==> config.mk <==
export PLATFORM = sky130hd
export DESIGN_NAME = cla_adder
export DESIGN_NICKNAME = d
export VERILOG_FILES = /design/src/rtl/cla_pkg.sv /design/src/rtl/cla_pfa.sv /design/src/rtl/cla_lookahead.sv /design/src/rtl/cla_group.sv /design/src/rtl/cla_adder.sv
export SDC_FILE = /design/constraint.sdc
export NUM_CORES = 1
export LEC_CHECK = 0
export BUFFER_PORTS_ARGS = -buffer_cell sky130_fd_sc_hd__buf_2
export CAP_MARGIN = 20
export CORE_MARGIN = 8
export CORE_UTILIZATION = 45
export DETAILED_ROUTE_END_ITERATION = 8
export GPL_TIMING_DRIVEN = 0
export PLACE_DENSITY = 0.75
export SLEW_MARGIN = 40
export SYNTH_ARGS = -nofsm -noshare
export SYNTH_HDL_FRONTEND = slang
export SYNTH_SLANG_ARGS = --single-unit
==> constraint.sdc <==
create_clock -name vclk -period 3.3
set_clock_uncertainty 0.1 [all_clocks]
set_input_delay 0.165 -clock vclk [all_inputs]
set_output_delay 0.165 -clock vclk [all_outputs]
set_load 0.02 [all_outputs]
==> src/rtl/cla_pkg.sv <==
package cla_pkg;
    localparam int unsigned GROUP_W  = 4;
    localparam int unsigned N_GROUPS = 4;
    localparam int unsigned WIDTH    = GROUP_W * N_GROUPS;

    typedef struct packed {
        logic pg;
        logic gg;
    } grp_pg_t;
endpackage

==> src/rtl/cla_pfa.sv <==
module cla_pfa (
    input  logic a_i,
    input  logic b_i,
    input  logic c_i,
    output logic s_o,
    output logic g_o,
    output logic p_o
);
    always_comb begin
        g_o = a_i & b_i;
        p_o = a_i | b_i;
        s_o = a_i ^ b_i ^ c_i;
    end
endmodule

==> src/rtl/cla_lookahead.sv <==
// Flat sum-of-products lookahead over N generate/propagate pairs.
// carry_o[0] is the incoming carry; carry_o[j] is the carry into position j.
// The carry out of the top position is not produced here.
module cla_lookahead #(
    parameter int unsigned N = 4
) (
    input  logic [N-1:0] g_i,
    input  logic [N-1:0] p_i,
    input  logic         c_i,
    output logic [N-1:0] carry_o,
    output logic         pg_o,
    output logic         gg_o
);
    always_comb begin
        carry_o = '0;
        carry_o[0] = c_i;
        for (int j = 1; j < int'(N); j++) begin
            logic acc;
            logic term;
            term = c_i;
            for (int m = 0; m < j; m++) term = term & p_i[m];
            acc = term;
            for (int i = 0; i < j; i++) begin
                term = g_i[i];
                for (int m = i + 1; m < j; m++) term = term & p_i[m];
                acc = acc | term;
            end
            carry_o[j] = acc;
        end
    end

    always_comb begin
        pg_o = &p_i;
        gg_o = 1'b0;
        for (int i = 0; i < int'(N); i++) begin
            logic term;
            term = g_i[i];
            for (int m = i + 1; m < int'(N); m++) term = term & p_i[m];
            gg_o = gg_o | term;
        end
    end
endmodule

==> src/rtl/cla_group.sv <==
module cla_group #(
    parameter int unsigned GW = 4
) (
    input  logic [GW-1:0] a_i,
    input  logic [GW-1:0] b_i,
    input  logic          cin_i,
    output logic [GW-1:0] s_o,
    output logic [GW-1:0] g_o,
    output logic [GW-1:0] p_o,
    output logic [GW-1:0] c_o,
    output logic          pg_o,
    output logic          gg_o
);
    cla_lookahead #(.N(GW)) u_la (
        .g_i    (g_o),
        .p_i    (p_o),
        .c_i    (cin_i),
        .carry_o(c_o),
        .pg_o   (pg_o),
        .gg_o   (gg_o)
    );

    for (genvar i = 0; i < int'(GW); i++) begin : g_bit
        cla_pfa u_pfa (
            .a_i(a_i[i]),
            .b_i(b_i[i]),
            .c_i(c_o[i]),
            .s_o(s_o[i]),
            .g_o(g_o[i]),
            .p_o(p_o[i])
        );
    end
endmodule

==> src/rtl/cla_adder.sv <==
module cla_adder
    import cla_pkg::*;
(
    input  logic [WIDTH-1:0] a_i,
    input  logic [WIDTH-1:0] b_i,
    input  logic             cin_i,
    output logic [WIDTH-1:0] sum_o,
    output logic             cout_o
);
    localparam int unsigned TOP_N = N_GROUPS + 1;

    logic [WIDTH-1:0]    bit_g;
    logic [WIDTH-1:0]    bit_p;
    logic [WIDTH-1:0]    bit_c;
    grp_pg_t [N_GROUPS-1:0] grp;
    logic [N_GROUPS-1:0] grp_pg;
    logic [N_GROUPS-1:0] grp_gg;
    logic [N_GROUPS:0]   grp_c;
    logic [TOP_N-1:0]    top_carry;
    logic                top_pg_unused;
    logic                top_gg_unused;

    for (genvar k = 0; k < int'(N_GROUPS); k++) begin : g_grp
        cla_group #(.GW(GROUP_W)) u_grp (
            .a_i  (a_i[k*GROUP_W +: GROUP_W]),
            .b_i  (b_i[k*GROUP_W +: GROUP_W]),
            .cin_i(grp_c[k]),
            .s_o  (sum_o[k*GROUP_W +: GROUP_W]),
            .g_o  (bit_g[k*GROUP_W +: GROUP_W]),
            .p_o  (bit_p[k*GROUP_W +: GROUP_W]),
            .c_o  (bit_c[k*GROUP_W +: GROUP_W]),
            .pg_o (grp[k].pg),
            .gg_o (grp[k].gg)
        );
        assign grp_pg[k] = grp[k].pg;
        assign grp_gg[k] = grp[k].gg;
    end

    // Second level: an extra dummy position lets the shared lookahead
    // produce the final carry as its top carry in the same flat form.
    cla_lookahead #(.N(TOP_N)) u_top (
        .g_i    ({1'b0, grp_gg}),
        .p_i    ({1'b0, grp_pg}),
        .c_i    (cin_i),
        .carry_o(top_carry),
        .pg_o   (top_pg_unused),
        .gg_o   (top_gg_unused)
    );

    assign grp_c  = top_carry;
    assign cout_o = grp_c[N_GROUPS];
endmodule

# Yosys cells after proc, flatten, opt, wreduce, memory -nomap -nowiden
# Cells that the tools add are included.
[classes]
bitwise = 156
n_reduce_logical = 4
[op_table]
columns = ["cell", "count"]
rows = [
  ["AND 1 bit", 62],
  ["bitwise OR 1 bit", 62],
  ["XOR 1 bit", 32],
  ["AND reduction 4 bit", 4],
]
[totals]
ff_bits = 0
wordCells = 160

# Longest topological paths before layout
# Gate-level depths: netlist (run 1).
[logic_depth]
depth_word = 19
mapped_depth = 11
mapped_depth_nobuf = 10

# Hierarchy
# A second synthesis (run 1) with hierarchy kept.
[unflattened]
hier_cells = 163
hier_area_um2 = 1079.8
[modules_own_cells]
columns = ["mod", "n_inst", "cells_each", "area_per_inst_um2"]
rows = [
  ["cla_pfa", 16, 6, 45.0],
  ["cla_lookahead at g_grp[0].u_grp.u_la ...", 4, 13, 67.6],
  ["cla_lookahead at u_top", 1, 14, 85.1],
  ["cla_adder", 1, 1, 3.8],
]

# Worst setup path after synthesis (run 1)
# No wires, ideal clock.
[synth_timing]
kind = "input -> output"
start = "in a_i[3]"
end = "out sum_o[13]"
arrival_time_ns = 1.973
setup_slack_ns = 1.062
path_stages = 11
n_path_buf = 1
cell_sequence = "inv_1 > ha_1 > nor2_1 > a221oi_2 > a21oi_2 > a211oi_2 > nor2b_4 > inv_1 > fa_1 > xor2_1 > buf_4"
[synth_between]
elab_chain_len = 13
word_cells_on_any_way = 20
classes_between = "bitwise: 19; reduce/logical: 1"
[synth_rtl]
columns = ["item", "line_no", "text"]
rows = [
  ["start: declaration", "cla_adder.sv:4", "input logic [WIDTH-1:0] a_i,"],
  ["bitwise OR 1 bit", "cla_pfa.sv:11", "p_o = a_i | b_i;"],
  ["AND 1 bit", "cla_lookahead.sv:38", "for (int m = i + 1; m < int'(N); m++) term = term & p_i[m];"],
  ["bitwise OR 1 bit (3 in series)", "cla_lookahead.sv:39", "gg_o = gg_o | term;"],
  ["AND 1 bit (2 in series)", "cla_lookahead.sv:25", "for (int m = i + 1; m < j; m++) term = term & p_i[m];"],
  ["bitwise OR 1 bit * (3 in series)", "cla_lookahead.sv:26", "acc = acc | term;"],
  ["AND 1 bit *", "cla_lookahead.sv:21", "for (int m = 0; m < j; m++) term = term & p_i[m];"],
  ["bitwise OR 1 bit *", "cla_lookahead.sv:26", ""],
  ["XOR 1 bit *", "cla_pfa.sv:12", "s_o = a_i ^ b_i ^ c_i;"],
  ["end: declaration", "cla_adder.sv:7", "output logic [WIDTH-1:0] sum_o,"],
]
# Mark *: on every way between the ends. The rest lies on a longest branch, timed or not.

# Worst setup path in the final report (run 1)
[layout_timing]
start = "in b_i[2]"
end = "out sum_o[13]"
[layout_between]
elab_chain_len = 14
word_cells_on_any_way = 22
classes_between = "bitwise: 21; reduce/logical: 1"
[layout_rtl]
columns = ["item", "line_no", "text"]
rows = [
  ["start: declaration", "cla_adder.sv:5", "input logic [WIDTH-1:0] b_i,"],
  ["bitwise OR 1 bit", "cla_pfa.sv:11", ""],
  ["AND 1 bit (2 in series)", "cla_lookahead.sv:38", ""],
  ["bitwise OR 1 bit (3 in series)", "cla_lookahead.sv:39", ""],
  ["AND 1 bit (2 in series)", "cla_lookahead.sv:25", ""],
  ["bitwise OR 1 bit * (3 in series)", "cla_lookahead.sv:26", ""],
  ["AND 1 bit *", "cla_lookahead.sv:21", ""],
  ["bitwise OR 1 bit *", "cla_lookahead.sv:26", ""],
  ["XOR 1 bit *", "cla_pfa.sv:12", ""],
]
# Marks and branches as above.

==> qor.yml, run 1 <==
dieArea_um2: 4502
synth_top_cell_by_area: "ha_1"
syn_nets: 218
power.density_nw_per_um2: 217.8
timing.fmax_mhz: 378.8
grt_pass1_wl_um: 3774
diodes: 0
io_pins: 50
layout.area.seq_um2: 0
setup_viol: 0
dr.pass1.iters: 4
ctsResizeCount: 0
final_core_util: 0.5904
synth_top_area_share: 0.3408
nClkBuffers: 0
grt_use_total: 0.09705
start_kind: "primary input"
area_delta_synth_final_pct: 24.49
place_congestion: 0.7061
post-route-min-period_ns: 2.640
initial_core_util: 0.4742
grt.overflow.total: 0
grt_pass1_vias: 993
total_leakage_power_nw: 0.8998
wl_per_cell_um: 9.410
wirelength_um: 2155
rows: 18
hold_viol_final: 0
critPathSlowestCell: "fa_1"
maxSlewViolCount: 0
ir_drop_uv: 129.4
path_buf_inv: 5
final_area_um2: 1463
fin_ws_ns: 0.6599
seq_cell_count: 0
end_kind: "output pin"
antenna_found_initial: 0
cts_setup_buffers: 0
die_w_um: 67.10
syn_inst: 149
final_cells: 229
startpoint: "b_i[2]"
port_buffers: 50
layout-drive-gt1-share: 0.3869
postPlaceCellArea_um2: 1463
slew_headroom: 0.8007
dpl_worst_slack_ns: 0.6273
drc: 0
cp-endpoint: "sum_o[13]"
synth_seq_area_share: 0
drt_first_iter_violations: 17
crit_family: "compound AO/OA/AOI/OAI gates"
status: "completed"
postSynthAreaPerCell_um2: 7.885
core_um2: 2477
max_stage_delay_ns: 0.37
crit_chain: "buf_2 > inv_1 > ha_1 > nor2_1 > a221oi_2 > a21oi_2 > a211oi_2 > nor2b_4 > inv_1 > fa_1 > xor2_1 > buf_4 > buf_2"
drv_cap: 0
required_ns: 3.03
synth_cell_types: 31
fin_crit_sh: 0.8000
die_h_um: 67.10
finalNetCount: 270
ys_warn_count: 0
arrival_ns: 2.38
synth_area_um2: 1175
worst_pin_slew_ns: 0.2959
dpl.cell_count: 229
finalSetupTns_ns: 0
vias: 1011
cp.depth: 13
holdBufCountCts: 0
synthTopCellsByArea: "ha_1, inv_1, buf_4"
grt_setup_unrepaired: "false"
dp_hpwl_um: 2105
cp_max_fo: 4
path_class: "primary input to output pin"
antenna_left: 0
hold_path_class: "primary input to output pin"
drt-vias-per-instance: 4.415
grt_max_degree: 5
-- cells by family (layout without fill, tap and decap cells) --
kind of cell	after synthesis	in the layout	synth area share
simple gates	23	23	0.1214
xor+xnor	11	11	0.08201
fa+ha+maj	36	36	0.4089
buf+inv	56	106	0.2300
compound gates	23	23	0.1576
-- synth_stat cells --
cell type / n
inv_1: 39
ha_1: 32
buf_4: 16
xor2_1: 9
a21oi_1: 6
nor2_1: 6
fa_1: 4
nor2b_1: 4
nand2_1: 3
o21bai_1: 3
a211oi_2: 2
nand3b_1: 2
nor3b_1: 2
o211ai_1: 2
o21ai_0: 2
xnor2_1: 2
a211o_1: 1
a21boi_2: 1
a21o_1: 1
a21oi_2: 1
a221oi_2: 1
inv_2: 1
nand2b_1: 1
nor2_4: 1
nor2b_4: 1
nor3_1: 1
o21a_1: 1
o311ai_2: 1
o31ai_1: 1
or2_2: 1
or3_4: 1
-- placed cells by master, fill, tap and decap left out, types with 2 or more instances in the layout --
cell	instances
nor3b_1	2
fa_1	4
o21ai_0	2
nand3b_1	2
o211ai_1	2
buf_2	50
nand2_1	3
inv_1	39
buf_4	16
xor2_1	9
a21oi_1	6
nor2_1	6
nor2b_1	4
a211oi_2	2
o21bai_1	3
xnor2_1	2
ha_1	32
-- how the worst min path moves through the flow --
stage	from	end	slack, ns	cells after the start
global route	cin_i	sum_o[0]	0.73	4
floorplan	cin_i	sum_o[0]	0.49	2
global placement	b_i[15]	cout_o	0.70	5
CTS	b_i[15]	cout_o	0.70	5
detailed placement	b_i[15]	cout_o	0.70	5
finish	b_i[15]	cout_o	0.70	5
-- per-stage QoR --
step                      total power [mW]  hold slack, ns
final                               0.3186          0.6997
after global routing                0.3553          0.7325
after CTS                           0.3247          0.7000
after detailed placement            0.3232          0.6995
after global placement              0.3186          0.6981
after floorplan                     0.2342          0.4900
-- layout make-up --
| cell class | instances | area (um2) |
|---|---|---|
| plain buffers | 16 | 120.1 |
| fillers | 255 | 1015 |
| inverters | 40 | 150.1 |
| multi-input cells | 93 | 904.6 |
| well taps | 30 | 37.54 |
| repair buffers | 50 | 250.2 |
-- power by group --
| part | switching, mW | internal (mW) | total (mW) |
|---|---|---|---|
| combinational | 0.164 | 0.155 | 0.319 |
| clock | 0 | 0 | 0 |
| sequential | 0 | 0 | 0 |
-- routing by layer --
metal	vias to the layer above	track usage	routed length (um)
li1	546	-	-
met1	438	0.1151	879
met2	27	0.1876	1099
met3	0	0.01342	176
met4	0	0	0
met5	-	0	0
(Power assumes the default switching activity.)
==> run 2, diff against run 1 <==
--- a/config.mk
+++ b/config.mk
@@ -11,7 +11,7 @@
 export CORE_UTILIZATION = 45
 export DETAILED_ROUTE_END_ITERATION = 8
 export GPL_TIMING_DRIVEN = 0
-export PLACE_DENSITY = 0.75
+export PLACE_DENSITY = 0.78
 export SLEW_MARGIN = 40
 export SYNTH_ARGS = -nofsm -noshare
 export SYNTH_HDL_FRONTEND = slang
==> constraint.sdc (replaced) <==
create_clock -name vclk -period 2.3
set_clock_uncertainty 0.1 [all_clocks]
set_input_delay 0.115 -clock vclk [all_inputs]
set_output_delay 0.115 -clock vclk [all_outputs]
set_load 0.02 [all_outputs]
==> qor.yml, run 2 (synthesis gave the netlist of run 1 again) <==
hp-start: "b_i[12]"
grt_max_degree: 5
wirelength_um: 2445
drt-vias-per-instance: 4.448
grt_pass1_wl_um: 3877
p_comb_frac: 1.000
swShare: 0.4989
startpoint: "a_i[3]"
hold_path_class: "primary input to output pin"
antenna_left: 0
seq_cell_count: 0
finalSetupTns_ns: 0
layout_common_cells: "buf_2, inv_1, ha_1"
antenna_found_initial: 0
timing.fmax_mhz: 448.8
start_kind: "primary input"
fillers: 221
fin_crit_sh: 0.9689
io_pins: 50
power.density_nw_per_um2: 312.3
layout.area.seq_um2: 0
post-route-min-period_ns: 2.228
clkPwrFrac: 0
worst_pin_slew_ns: 0.2565
diodes: 0
report.power.total_mw: 0.4943
postPlaceCellArea_um2: 1463
dp_hpwl_um: 2109
layout-drive-gt1-share: 0.4505
dpl.cell_count: 229
setup_viol: 0
intPower_mw: 0.2477
arrival_ns: 2.01
rows: 18
finalNetCount: 273
place_congestion: 0.7415
dieArea_um2: 4502
maxSlewViolCount: 0
final_core_util: 0.6389
total_leakage_power_nw: 0.9255
grt.overflow.total: 0
drt_first_iter_violations: 12
wl_per_cell_um: 10.54
seqPwrFrac: 0
dr.pass1.iters: 3
hold_viol_final: 0
ir_drop_uv: 236.9
vias: 1032
die_w_um: 67.10
drc: 0
multi_input_area_um2: 953.4
final_cells: 232
grt_pass1_vias: 1000
slew_headroom: 0.8283
area_delta_synth_final_pct: 34.72
status: "completed"
grt_use_total: 0.1007
drv_cap: 0
p_sw_mw: 0.2466
mostFrequentLayoutCell: "buf_2"
port_buffers: 50
nClkBuffers: 0
initial_core_util: 0.4742
grt_setup_unrepaired: "true"
end_kind: "output pin"
final_area_um2: 1583
required_ns: 2.09
core_um2: 2477
die_h_um: 67.10
path_class: "primary input to output pin"
cp_max_fo: 2
-- run 2: worst paths after layout --
kind / to / cells past startpoint / slack (ns)
setup / recovery: sum_o[13] / 12 / 0.07
hold / removal: sum_o[12] / 3 / 0.58
-- run 2: power by group through the flow --
stage	clock network [mW]	logic (mW)	registers (mW)
2_1_floorplan	0	0.336	0
3_3_place_gp	0	0.456	0
3_5_place_dp	0	0.463	0
4_1_cts	0	0.501	0
5_1_grt	0	0.547	0
6_report	0	0.494	0
-- run 2: repair_timing --
item	CTS	global route
pin swaps	9	9
hold buffers	0	0
hold endpoints to repair	0	0
gates resized for setup	19	9
setup buffers	4	1
endpoints found under the setup margin	2	2
-- run 2: layout make-up --
class                           instances  area share
Timing Repair Buffer                   55      0.2079
Multi-Input combinational cell         93      0.6024
Inverter                               40     0.09960
Buffer                                 14     0.06640
Tap cell                               30     0.02372
-- run 2: routing by layer --
layer,track usage,wire [um]
met5,0,0
met4,0,0
met3,0.01174,160
met2,0.2055,1304
met1,0.1122,980
-- run 2: per-stage QoR --
step | setup slack, ns | hold WS [ns]
floorplan | 0.1618 | 0.3900
detailed placement | -0.2785 | 0.5962
finish | 0.07163 | 0.5752
CTS | 0.003096 | 0.5962
global placement | -0.2624 | 0.5983
global route | -0.04547 | 0.6094
-- run 2: worst max-delay path: stages --
cell and delay [ns]:
buf_8 0.10, inv_4 0.05, ha_4 0.16, inv_4 0.04, a221oi_4 0.28, a21oi_2 0.10, a211oi_2 0.26, nor2b_4 0.19
inv_2 0.04, fa_2 0.33, xor2_1 0.20, buf_6 0.14
==> run 3, diff against run 2 <==
--- a/config.mk
+++ b/config.mk
@@ -11,6 +11,7 @@
 export CORE_UTILIZATION = 45
 export DETAILED_ROUTE_END_ITERATION = 8
 export GPL_TIMING_DRIVEN = 0
+export MAX_ROUTING_LAYER = met4
 export PLACE_DENSITY = 0.78
 export SLEW_MARGIN = 40
 export SYNTH_ARGS = -nofsm -noshare
==> qor.yml, run 3 (synthesis gave the netlist of run 1 again) <==
status: "completed"
ir_drop_uv: 236.9
place_congestion: 0.7508
slew_headroom: 0.8271
path_class: "primary input to output pin"
initial_core_util: 0.4742
nClkBuffers: 0
antenna_found_initial: 0
arrival_ns: 2.01
io_pins: 50
final_area_um2: 1583
fin_crit_sh: 0.9686
timing.fmax_mhz: 448.9
maxSlewViolCount: 0
required_ns: 2.09
core_um2: 2477
setup_viol: 0
cp_max_fo: 2
mostFrequentLayoutCell: "buf_2"
dpl_worst_slack_ns: -0.2785
die_h_um: 67.10
fin_ws_ns: 0.07222
cp-endpoint: "sum_o[13]"
drc: 0
grt_pass1_wl_um: 3877
drt-vias-per-instance: 4.448
diodes: 0
total_leakage_power_nw: 0.9255
dr.pass1.iters: 2
grt_use_total: 0.1036
wl_per_cell_um: 10.57
hold_path_class: "primary input to output pin"
worst_pin_slew_ns: 0.2581
start_kind: "primary input"
die_w_um: 67.10
holdBufCountCts: 0
grt.overflow.total: 0
seq_cell_count: 0
end_kind: "output pin"
dieArea_um2: 4502
port_buffers: 50
layout-drive-gt1-share: 0.4505
grt_pass1_vias: 1000
rows: 18
layout.area.seq_um2: 0
grt_max_degree: 5
drv_cap: 0
drt_first_iter_violations: 12
multi_input_area_um2: 953.4
fillers: 221
wirelength_um: 2453
layout_common_cells: "buf_2, inv_1, ha_1"
vias: 1032
grt_setup_unrepaired: "true"
dp_hpwl_um: 2109
hold_viol_final: 0
postPlaceCellArea_um2: 1463
area_delta_synth_final_pct: 34.72
antenna_left: 0
post-route-min-period_ns: 2.228
startpoint: "a_i[3]"
power.density_nw_per_um2: 312.2
finalNetCount: 273
## run 3: cell counts in the layout (fill, tap and decap cells not counted)
Identical to the previous run, type by type.
## run 3: how the worst min path moves through the flow
stage / depth (start not counted) / endpoint / from / slack (ns)
after floorplan: 2 / sum_o[0] / cin_i / 0.39
after global placement: 5 / cout_o / b_i[15] / 0.60
after detailed placement: 5 / cout_o / b_i[15] / 0.60
after CTS: 5 / cout_o / b_i[15] / 0.60
after global routing: 3 / sum_o[12] / a_i[12] / 0.61
final: 3 / sum_o[12] / b_i[12] / 0.58
## run 3: final cells by class
cell class	instances	area share
Multi-Input combinational cell	93	0.6024
Buffer	14	0.06640
Inverter	40	0.09960
Timing Repair Buffer	55	0.2079
Tap cell	30	0.02372
## run 3: per-layer routing
metal | part of all wire | track usage | routed length [um] | up-vias
met5 | 0 | - | 0 | -
met4 | 0 | 0 | 0 | 0
met3 | 0.055 | 0.006711 | 134 | 0
met2 | 0.53 | 0.2055 | 1306 | 25
met1 | 0.41 | 0.1150 | 1012 | 454
li1 | - | - | - | 553
## run 3: timing repair
action / in CTS / in global routing
buffers inserted: 4 / 1
gates resized for setup: 19 / 9
pin swaps: 9 / 9
endpoints found under the setup margin: 2 / 2
## run 3: where the power goes
part | internal (mW) | total, mW | leakage (nW) | switching, mW
combinational | 0.248 | 0.494 | 0.926 | 0.247
sequential | 0 | 0 | 0 | 0
clock | 0 | 0 | 0 | 0
total | 0.248 | 0.494 | 0.926 | 0.247
## run 3: stage by stage
stage	instances	power, mW	utilization	hold WS [ns]	TNS (ns)
global placement	229	0.4562	0.5904	0.5983	-0.4385
finish	232	0.4942	0.6389	0.5752	0
global route	232	0.5469	0.6389	0.6094	-0.05734
detailed placement	229	0.4634	0.5904	0.5962	-0.4620
floorplan	149	0.3361	-	0.3900	0
CTS	233	0.5010	0.6258	0.5962	0
## run 3: critical path, cell delays in order
cell and delay, ns:
buf_8 0.10, inv_4 0.05, ha_4 0.16, inv_4 0.04
a221oi_4 0.28, a21oi_2 0.10, a211oi_2 0.26, nor2b_4 0.19
inv_2 0.04, fa_2 0.33, xor2_1 0.20, buf_6 0.14
